$ cat config.mk
export PLATFORM = sky130hd
export DESIGN_NAME = quad_mixer
export DESIGN_NICKNAME = d
export VERILOG_FILES = /design/src/rtl/quad_mixer_pkg.sv /design/src/rtl/qm_fmt.sv /design/src/rtl/qm_carrier.sv /design/src/rtl/qm_lane.sv /design/src/rtl/quad_mixer.sv
export SDC_FILE = /design/constraint.sdc
export NUM_CORES = 2
export LEC_CHECK = 0
export CORE_MARGIN = 4
export CORE_UTILIZATION = 35
export CTS_CLUSTER_DIAMETER = 50
export CTS_CLUSTER_SIZE = 28
export DETAILED_ROUTE_END_ITERATION = 10
export GPL_ROUTABILITY_DRIVEN = 0
export HOLD_SLACK_MARGIN = 0.12
export SLEW_MARGIN = 20
export SYNTH_ARGS = -nofsm -noshare
export SYNTH_HDL_FRONTEND = slang
export SYNTH_HIERARCHICAL = 1
export SYNTH_SLANG_ARGS = --single-unit
$ cat constraint.sdc
create_clock -name clk_i -period 10.7 [get_ports clk_i]
set_clock_uncertainty 0.2 [all_clocks]
set_input_delay 2.14 -clock clk_i [delete_from_list [all_inputs] [get_ports clk_i]]
set_output_delay 2.14 -clock clk_i [all_outputs]
set_load 0.03 [all_outputs]
$ cat src/rtl/quad_mixer_pkg.sv
package quad_mixer_pkg;
  typedef enum logic [1:0] {
    MOD_NONE    = 2'd0,
    MOD_HALF    = 2'd1,
    MOD_QUARTER = 2'd2,
    MOD_EIGHTH  = 2'd3
  } mod_e;

  localparam int unsigned PHASE_W = 3;
endpackage

$ cat src/rtl/qm_fmt.sv
module qm_fmt #(
  parameter int DATA_W = 16
) (
  input  logic [DATA_W-1:0]        raw_i,
  input  logic                     fmt_bin_i,
  output logic signed [DATA_W-1:0] smp_o
);
  // offset binary -> two's complement: flip MSB
  always_comb begin
    smp_o = raw_i;
    if (fmt_bin_i) smp_o[DATA_W-1] = ~raw_i[DATA_W-1];
  end
endmodule

$ cat src/rtl/qm_carrier.sv
module qm_carrier
  import quad_mixer_pkg::*;
#(
  parameter int COEF_W = 16
) (
  input  logic                     clk_i,
  input  logic                     rst_ni,
  input  logic                     adv_i,
  input  mod_e                     mod_i,
  output logic [PHASE_W-1:0]       phase_o,
  output logic signed [COEF_W-1:0] cos_o,
  output logic signed [COEF_W-1:0] sin_o,
  output logic signed [COEF_W-1:0] real_o
);
  localparam int FRAC  = COEF_W - 2;
  localparam int ONE_I = 1 << FRAC;
  localparam int SQH_I = int'(real'(ONE_I) * 0.7071067811865476 - 0.5);
  localparam logic signed [COEF_W-1:0] ONE = COEF_W'(ONE_I);
  localparam logic signed [COEF_W-1:0] SQH = COEF_W'(SQH_I);

  logic [PHASE_W-1:0] phase_q;
  logic [PHASE_W-1:0] stride, ang;

  always_ff @(posedge clk_i or negedge rst_ni) begin
    if (!rst_ni)    phase_q <= '0;
    else if (adv_i) phase_q <= phase_q + 1'b1;
  end

  // angle in eighths of a turn
  always_comb begin
    unique case (mod_i)
      MOD_NONE:    stride = 3'd0;
      MOD_HALF:    stride = 3'd4;
      MOD_QUARTER: stride = 3'd2;
      default:     stride = 3'd1;
    endcase
  end

  assign ang = phase_q * stride;

  function automatic logic signed [COEF_W-1:0] cos8(input logic [PHASE_W-1:0] a);
    unique case (a)
      3'd0:       cos8 = ONE;
      3'd1, 3'd7: cos8 = SQH;
      3'd2, 3'd6: cos8 = '0;
      3'd3, 3'd5: cos8 = -SQH;
      default:    cos8 = -ONE;
    endcase
  endfunction

  always_comb begin
    cos_o  = cos8(ang);
    sin_o  = cos8(ang - 3'd2);
    real_o = (mod_i == MOD_NONE || mod_i == MOD_HALF) ? cos_o : sin_o;
  end

  assign phase_o = phase_q;
endmodule

$ cat src/rtl/qm_lane.sv
module qm_lane #(
  parameter int DATA_W = 16,
  parameter int COEF_W = 16
) (
  input  logic signed [DATA_W-1:0] x0_i,
  input  logic signed [COEF_W-1:0] c0_i,
  input  logic signed [DATA_W-1:0] x1_i,
  input  logic signed [COEF_W-1:0] c1_i,
  input  logic                     sub_i,
  output logic signed [DATA_W-1:0] y_o
);
  localparam int PW   = DATA_W + COEF_W;
  localparam int SW   = PW + 1;
  localparam int FRAC = COEF_W - 2;
  localparam logic signed [SW-1:0] MAX_S = {{(SW-DATA_W+1){1'b0}}, {(DATA_W-1){1'b1}}};
  localparam logic signed [SW-1:0] MIN_S = {{(SW-DATA_W+1){1'b1}}, {(DATA_W-1){1'b0}}};

  logic signed [PW-1:0] p0, p1;
  logic signed [SW-1:0] sum, shr;

  assign p0 = x0_i * c0_i;
  assign p1 = x1_i * c1_i;

  always_comb begin
    sum = sub_i ? ({p0[PW-1], p0} - {p1[PW-1], p1})
                : ({p0[PW-1], p0} + {p1[PW-1], p1});
    shr = sum >>> FRAC;
    if (shr > MAX_S)      y_o = MAX_S[DATA_W-1:0];
    else if (shr < MIN_S) y_o = MIN_S[DATA_W-1:0];
    else                  y_o = shr[DATA_W-1:0];
  end
endmodule

$ cat src/rtl/quad_mixer.sv
module quad_mixer
  import quad_mixer_pkg::*;
#(
  parameter int DATA_W = 16,
  parameter int COEF_W = 16
) (
  input  logic              clk_i,
  input  logic              rst_ni,
  input  logic              valid_i,
  input  logic [DATA_W-1:0] i_data_i,
  input  logic [DATA_W-1:0] q_data_i,
  input  logic [1:0]        mod_sel_i,
  input  logic              cplx_en_i,
  input  logic              fmt_bin_i,
  output logic              valid_o,
  output logic [DATA_W-1:0] dac_a_o,
  output logic [DATA_W-1:0] dac_b_o
);
  localparam int NCH = 2;

  logic [DATA_W-1:0]        raw [NCH];
  logic signed [DATA_W-1:0] smp [NCH];
  logic signed [DATA_W-1:0] mix [NCH];
  logic signed [COEF_W-1:0] cos_c, sin_c, real_c;
  logic [PHASE_W-1:0]       phase_q;
  mod_e                     mod_sel;

  assign raw[0]  = i_data_i;
  assign raw[1]  = q_data_i;
  assign mod_sel = mod_e'(mod_sel_i);

  qm_carrier #(.COEF_W(COEF_W)) u_carrier (
    .clk_i   (clk_i),
    .rst_ni  (rst_ni),
    .adv_i   (valid_i),
    .mod_i   (mod_sel),
    .phase_o (phase_q),
    .cos_o   (cos_c),
    .sin_o   (sin_c),
    .real_o  (real_c)
  );

  for (genvar ch = 0; ch < NCH; ch++) begin : g_ch
    logic signed [DATA_W-1:0] x0, x1;
    logic signed [COEF_W-1:0] c0, c1;
    logic                     sub;

    qm_fmt #(.DATA_W(DATA_W)) u_fmt (
      .raw_i     (raw[ch]),
      .fmt_bin_i (fmt_bin_i),
      .smp_o     (smp[ch])
    );

    // A: I*cos - Q*sin ; B: Q*cos + I*sin ; real: own channel only
    always_comb begin
      x0  = smp[ch];
      x1  = smp[NCH-1-ch];
      c0  = cplx_en_i ? cos_c : real_c;
      c1  = cplx_en_i ? sin_c : '0;
      sub = (ch == 0);
    end

    qm_lane #(.DATA_W(DATA_W), .COEF_W(COEF_W)) u_lane (
      .x0_i  (x0),
      .c0_i  (c0),
      .x1_i  (x1),
      .c1_i  (c1),
      .sub_i (sub),
      .y_o   (mix[ch])
    );
  end

  always_ff @(posedge clk_i or negedge rst_ni) begin
    if (!rst_ni) begin
      valid_o <= 1'b0;
      dac_a_o <= '0;
      dac_b_o <= '0;
    end else begin
      valid_o <= valid_i;
      if (valid_i) begin
        dac_a_o <= mix[0];
        dac_b_o <= mix[1];
      end
    end
  end
endmodule

==> results.rst <==
.. list-table::
   :header-rows: 1

   * - Metric
     - Value
   * - Final routed wirelength across all metal layers
     - around 130,000 um
   * - Avg Vias per Cell
     - between 4 and 5
   * - Buffer levels on the longest clock path
     - 2
   * - Failing checks
     - setup timing
   * - Synthesized instance count
     - between 5,000 and 6,000
   * - Min cycle time layout
     - 11.62 ns
   * - Actual slew at the worst max-slew pin
     - about 0.83 ns
   * - Type of the worst setup path
     - in2reg
   * - Syn avg cell area
     - 8.88 um2
   * - Cell occurring most often along the worst timing path
     - sky130_fd_sc_hd__buf_6
   * - Register area
     - about 900 um2
   * - Cell with the largest stage delay on the worst path
     - sky130_fd_sc_hd__fa_1
   * - Detailed Place HPWL
     - about 110,000 um
   * - Required time at the worst-slack endpoint
     - between 10 and 15 ns
   * - Share of synthesized area occupied by flip-flops and latches
     - 1.92%
   * - Largest net degree at the start of global routing
     - 37
   * - Total vias in the final route
     - between 30,000 and 40,000
   * - Most used cells in the layout excluding fill and tap cells
     - sky130_fd_sc_hd__inv_1, sky130_fd_sc_hd__fa_1, sky130_fd_sc_hd__buf_4
   * - Number of buffers added on ports
     - just over 70
   * - Highest clock rate
     - 0.0861 GHz
   * - Worst setup margin
     - -0.918 ns
   * - Average routed wire per standard cell
     - 16.4 um
   * - Initial antenna violation count
     - 5
   * - Count of cell types in the netlist
     - about 120
   * - Clock root buffer master
     - sky130_fd_sc_hd__clkbuf_16
   * - Overall die width
     - between 300 and 400 um
   * - Number of remaining DRC errors
     - 0
   * - Most common cell after layout, fill and taps aside
     - sky130_fd_sc_hd__inv_1
   * - TritonCTS clock tree
     - yes
   * - Number of setup violations in the final report
     - 32
   * - EDFF count, synth
     - 0
   * - Arrival time at the worst endpoint
     - 11.63 ns
   * - Fill cells
     - between 10,000 and 15,000
   * - Clock transition at the register clock pins on the worst setup and hold paths after CTS
     - roughly 0.070 ns
   * - Site row count
     - about 130
   * - # IOs
     - 72
   * - Maximum single-stage delay on the critical path
     - approximately 0.56 ns
   * - Setup repair after global routing missed its margin
     - yes
   * - Reported max-cap violation count
     - 0
   * - Startpoint type of the worst setup path
     - input pin
   * - Kind of capture point of the worst setup path
     - flop
   * - Number of levels in the clock H-tree
     - 2
   * - Synthesis-to-layout area growth
     - 25.5%
   * - Fraction of final layout cells sized beyond drive strength 1
     - between 20 and 25%
   * - Skew-Pair Late Insertion Delay
     - 0.32 ns
   * - Cell area after placement
     - approximately 0.057 mm2
   * - Share of async-settable or async-resettable flops after synthesis
     - between 90% and 100%
   * - Fin. max-slew vios
     - 0
   * - Number of buffers added by the clock tree synthesis step
     - 5
   * - Peak fanout along the critical path
     - 8
   * - Die area
     - 0.140 mm2
   * - Final critical-path share of the clock period
     - 109%
   * - Final cell area excluding filler cells
     - between 0.05 and 0.06 mm2
   * - Number of nets in the synthesized netlist
     - about 6,800
   * - Run status
     - complete, but fails checks
   * - Register bit total from synthesis
     - 36
   * - Top flip-flop cell by instance count after synthesis
     - sky130_fd_sc_hd__dfrtp_1
   * - Standard cell core area
     - about 0.13 mm2
   * - Synthesized cell area
     - 0.0470 mm2
   * - Count of clock tree sinks
     - 36
   * - NumNets Final
     - around 7,700
   * - DRC marker count from the first detailed-route iteration
     - around 2,000
   * - HP Class
     - reg2reg
   * - Antenna Nets Post-Route
     - 0
   * - Max_slew headroom
     - a little over two fifths
   * - Overall Global Routing Usage
     - approximately a fifth
   * - Final Hold Vio Count
     - 0
   * - Count of TritonRoute iterations in the first routing pass
     - 5
   * - Global-route wire length before repair
     - around 220,000 um
   * - Starting utilization of the core area
     - around a third
   * - Util after Layout
     - 44.2%
   * - Multi-input logic area
     - between 0.04 and 0.05 mm2
   * - Remaining global-route overflow
     - 0
   * - Synth Warn #
     - 6
   * - Chip height
     - 374 um
   * - Via count of the first global-routing pass
     - about 41,000
## logic make-up after synthesis
group	share of synthesized area (%)
AO/OA/AOI/OAI	8.20
XOR/XNOR	4.33
adder cells (fa/ha/maj)	55.2
buffers and inverters	12.4
flip-flops	1.92
multiplexers	1.64
other	0.0160
AND/OR/NAND/NOR	16.2
## final cells by class
cell class,instances,area share [%]
tap,1768,3.75
timing repair buffer,1101,15.8
sequential,36,1.53
inverter,1208,7.70
multi-input combinational,3818,70.9
clock inverter,2,0.0594
antenna,3,0.0127
clock buffer,6,0.219
## cell usage after synthesis, types with 16 or more instances
master                     count  share of area, %
sky130_fd_sc_hd__nor2_1      169               1.3
sky130_fd_sc_hd__nor3_1       35              0.37
sky130_fd_sc_hd__a21oi_1     152               1.6
sky130_fd_sc_hd__a31oi_1      30              0.40
sky130_fd_sc_hd__fa_1       1048                45
sky130_fd_sc_hd__buf_4        66               1.1
sky130_fd_sc_hd__xor2_1       61               1.1
sky130_fd_sc_hd__dfrtp_1      36               1.9
sky130_fd_sc_hd__and3_1       16              0.21
sky130_fd_sc_hd__o21ai_0      85              0.91
sky130_fd_sc_hd__o211ai_1     22              0.35
sky130_fd_sc_hd__clkbuf_1    152               1.2
sky130_fd_sc_hd__nor2b_1      17              0.23
sky130_fd_sc_hd__nand2_1     606               4.8
sky130_fd_sc_hd__and2_1      470               6.3
sky130_fd_sc_hd__nand3_1      43              0.46
sky130_fd_sc_hd__inv_1      1207               9.6
sky130_fd_sc_hd__mux2_4       31              0.99
sky130_fd_sc_hd__a211oi_1     24              0.38
sky130_fd_sc_hd__ha_1        398                11
sky130_fd_sc_hd__o21bai_1     23              0.37
sky130_fd_sc_hd__xnor2_1     167               3.1
sky130_fd_sc_hd__mux2_2       20              0.48
sky130_fd_sc_hd__a21o_1       67               1.1
sky130_fd_sc_hd__nand2b_1     60              0.80
## final timing paths
path / from / endpoint / slack (ns) / depth (start not counted)
hold / removal: dac_b_o[15] / dac_b_o[15] / 0.31 / 1
max in group asynchronous: rst_ni / dac_a_o[14] / 8.15 / 2
setup reg to reg: u_carrier/phase_o[0] / dac_a_o[6] / 0.47 / 47
hold reg to reg: dac_b_o[15] / dac_b_o[15] / 0.31 / 1
setup / recovery: mod_sel_i[1] / dac_a_o[6] / -0.92 / 48
min in group asynchronous: rst_ni / dac_b_o[15] / 1.70 / 2
## flip-flops by register name, summed over array words and instances (netlist names)
register and cells:
valid_o 1, u_carrier/phase_o 3, dac_b_o 16, dac_a_o 16
## worst max-delay path, delay by kind of cell
family                   cells  cell delay, ns
AO/OA/AOI/OAI               12            2.45
adder cells (fa/ha/maj)      9            3.82
AND/OR/NAND/NOR              7            0.89
buffers and inverters       16            1.64
XOR/XNOR                     2            0.22
multiplexers                 2            0.45
## routing by layer
layer	vias up	part of all wire (%)	global-route usage, %
met5	-	0.020	0
met4	4	2.6	4.01
met3	155	5.6	2.86
met2	871	46	30.9
met1	19000	46	26.5
li1	17700	-	-
## per-stage QoR
stage | setup TNS, ns | instances | worst slack [ns] | hold WS [ns]
after floorplan | -22.24 | 5293 | -0.975 | 0.317
after global placement | -56.33 | 7844 | -1.82 | 0.295
after detailed placement | -58.65 | 7844 | -1.93 | 0.300
after CTS | -25.55 | 7922 | -0.915 | 0.320
after global routing | -37.59 | 7939 | -1.27 | 0.331
final | -27.12 | 7942 | -0.918 | 0.313
## timing repair
| item | in CTS | in global routing |
|---|---|---|
| pin swaps | 124 | 97 |
| setup buffers | 58 | 16 |
| endpoints found under the setup margin | 32 | 32 |
| hold buffers | 0 | 0 |
| resized for setup | 176 | 126 |
| cloned | 12 | 1 |
Power is left out: the tool's default activity adds up to more than one toggle a clock period on the data nets, which glitch-free logic cannot reach.
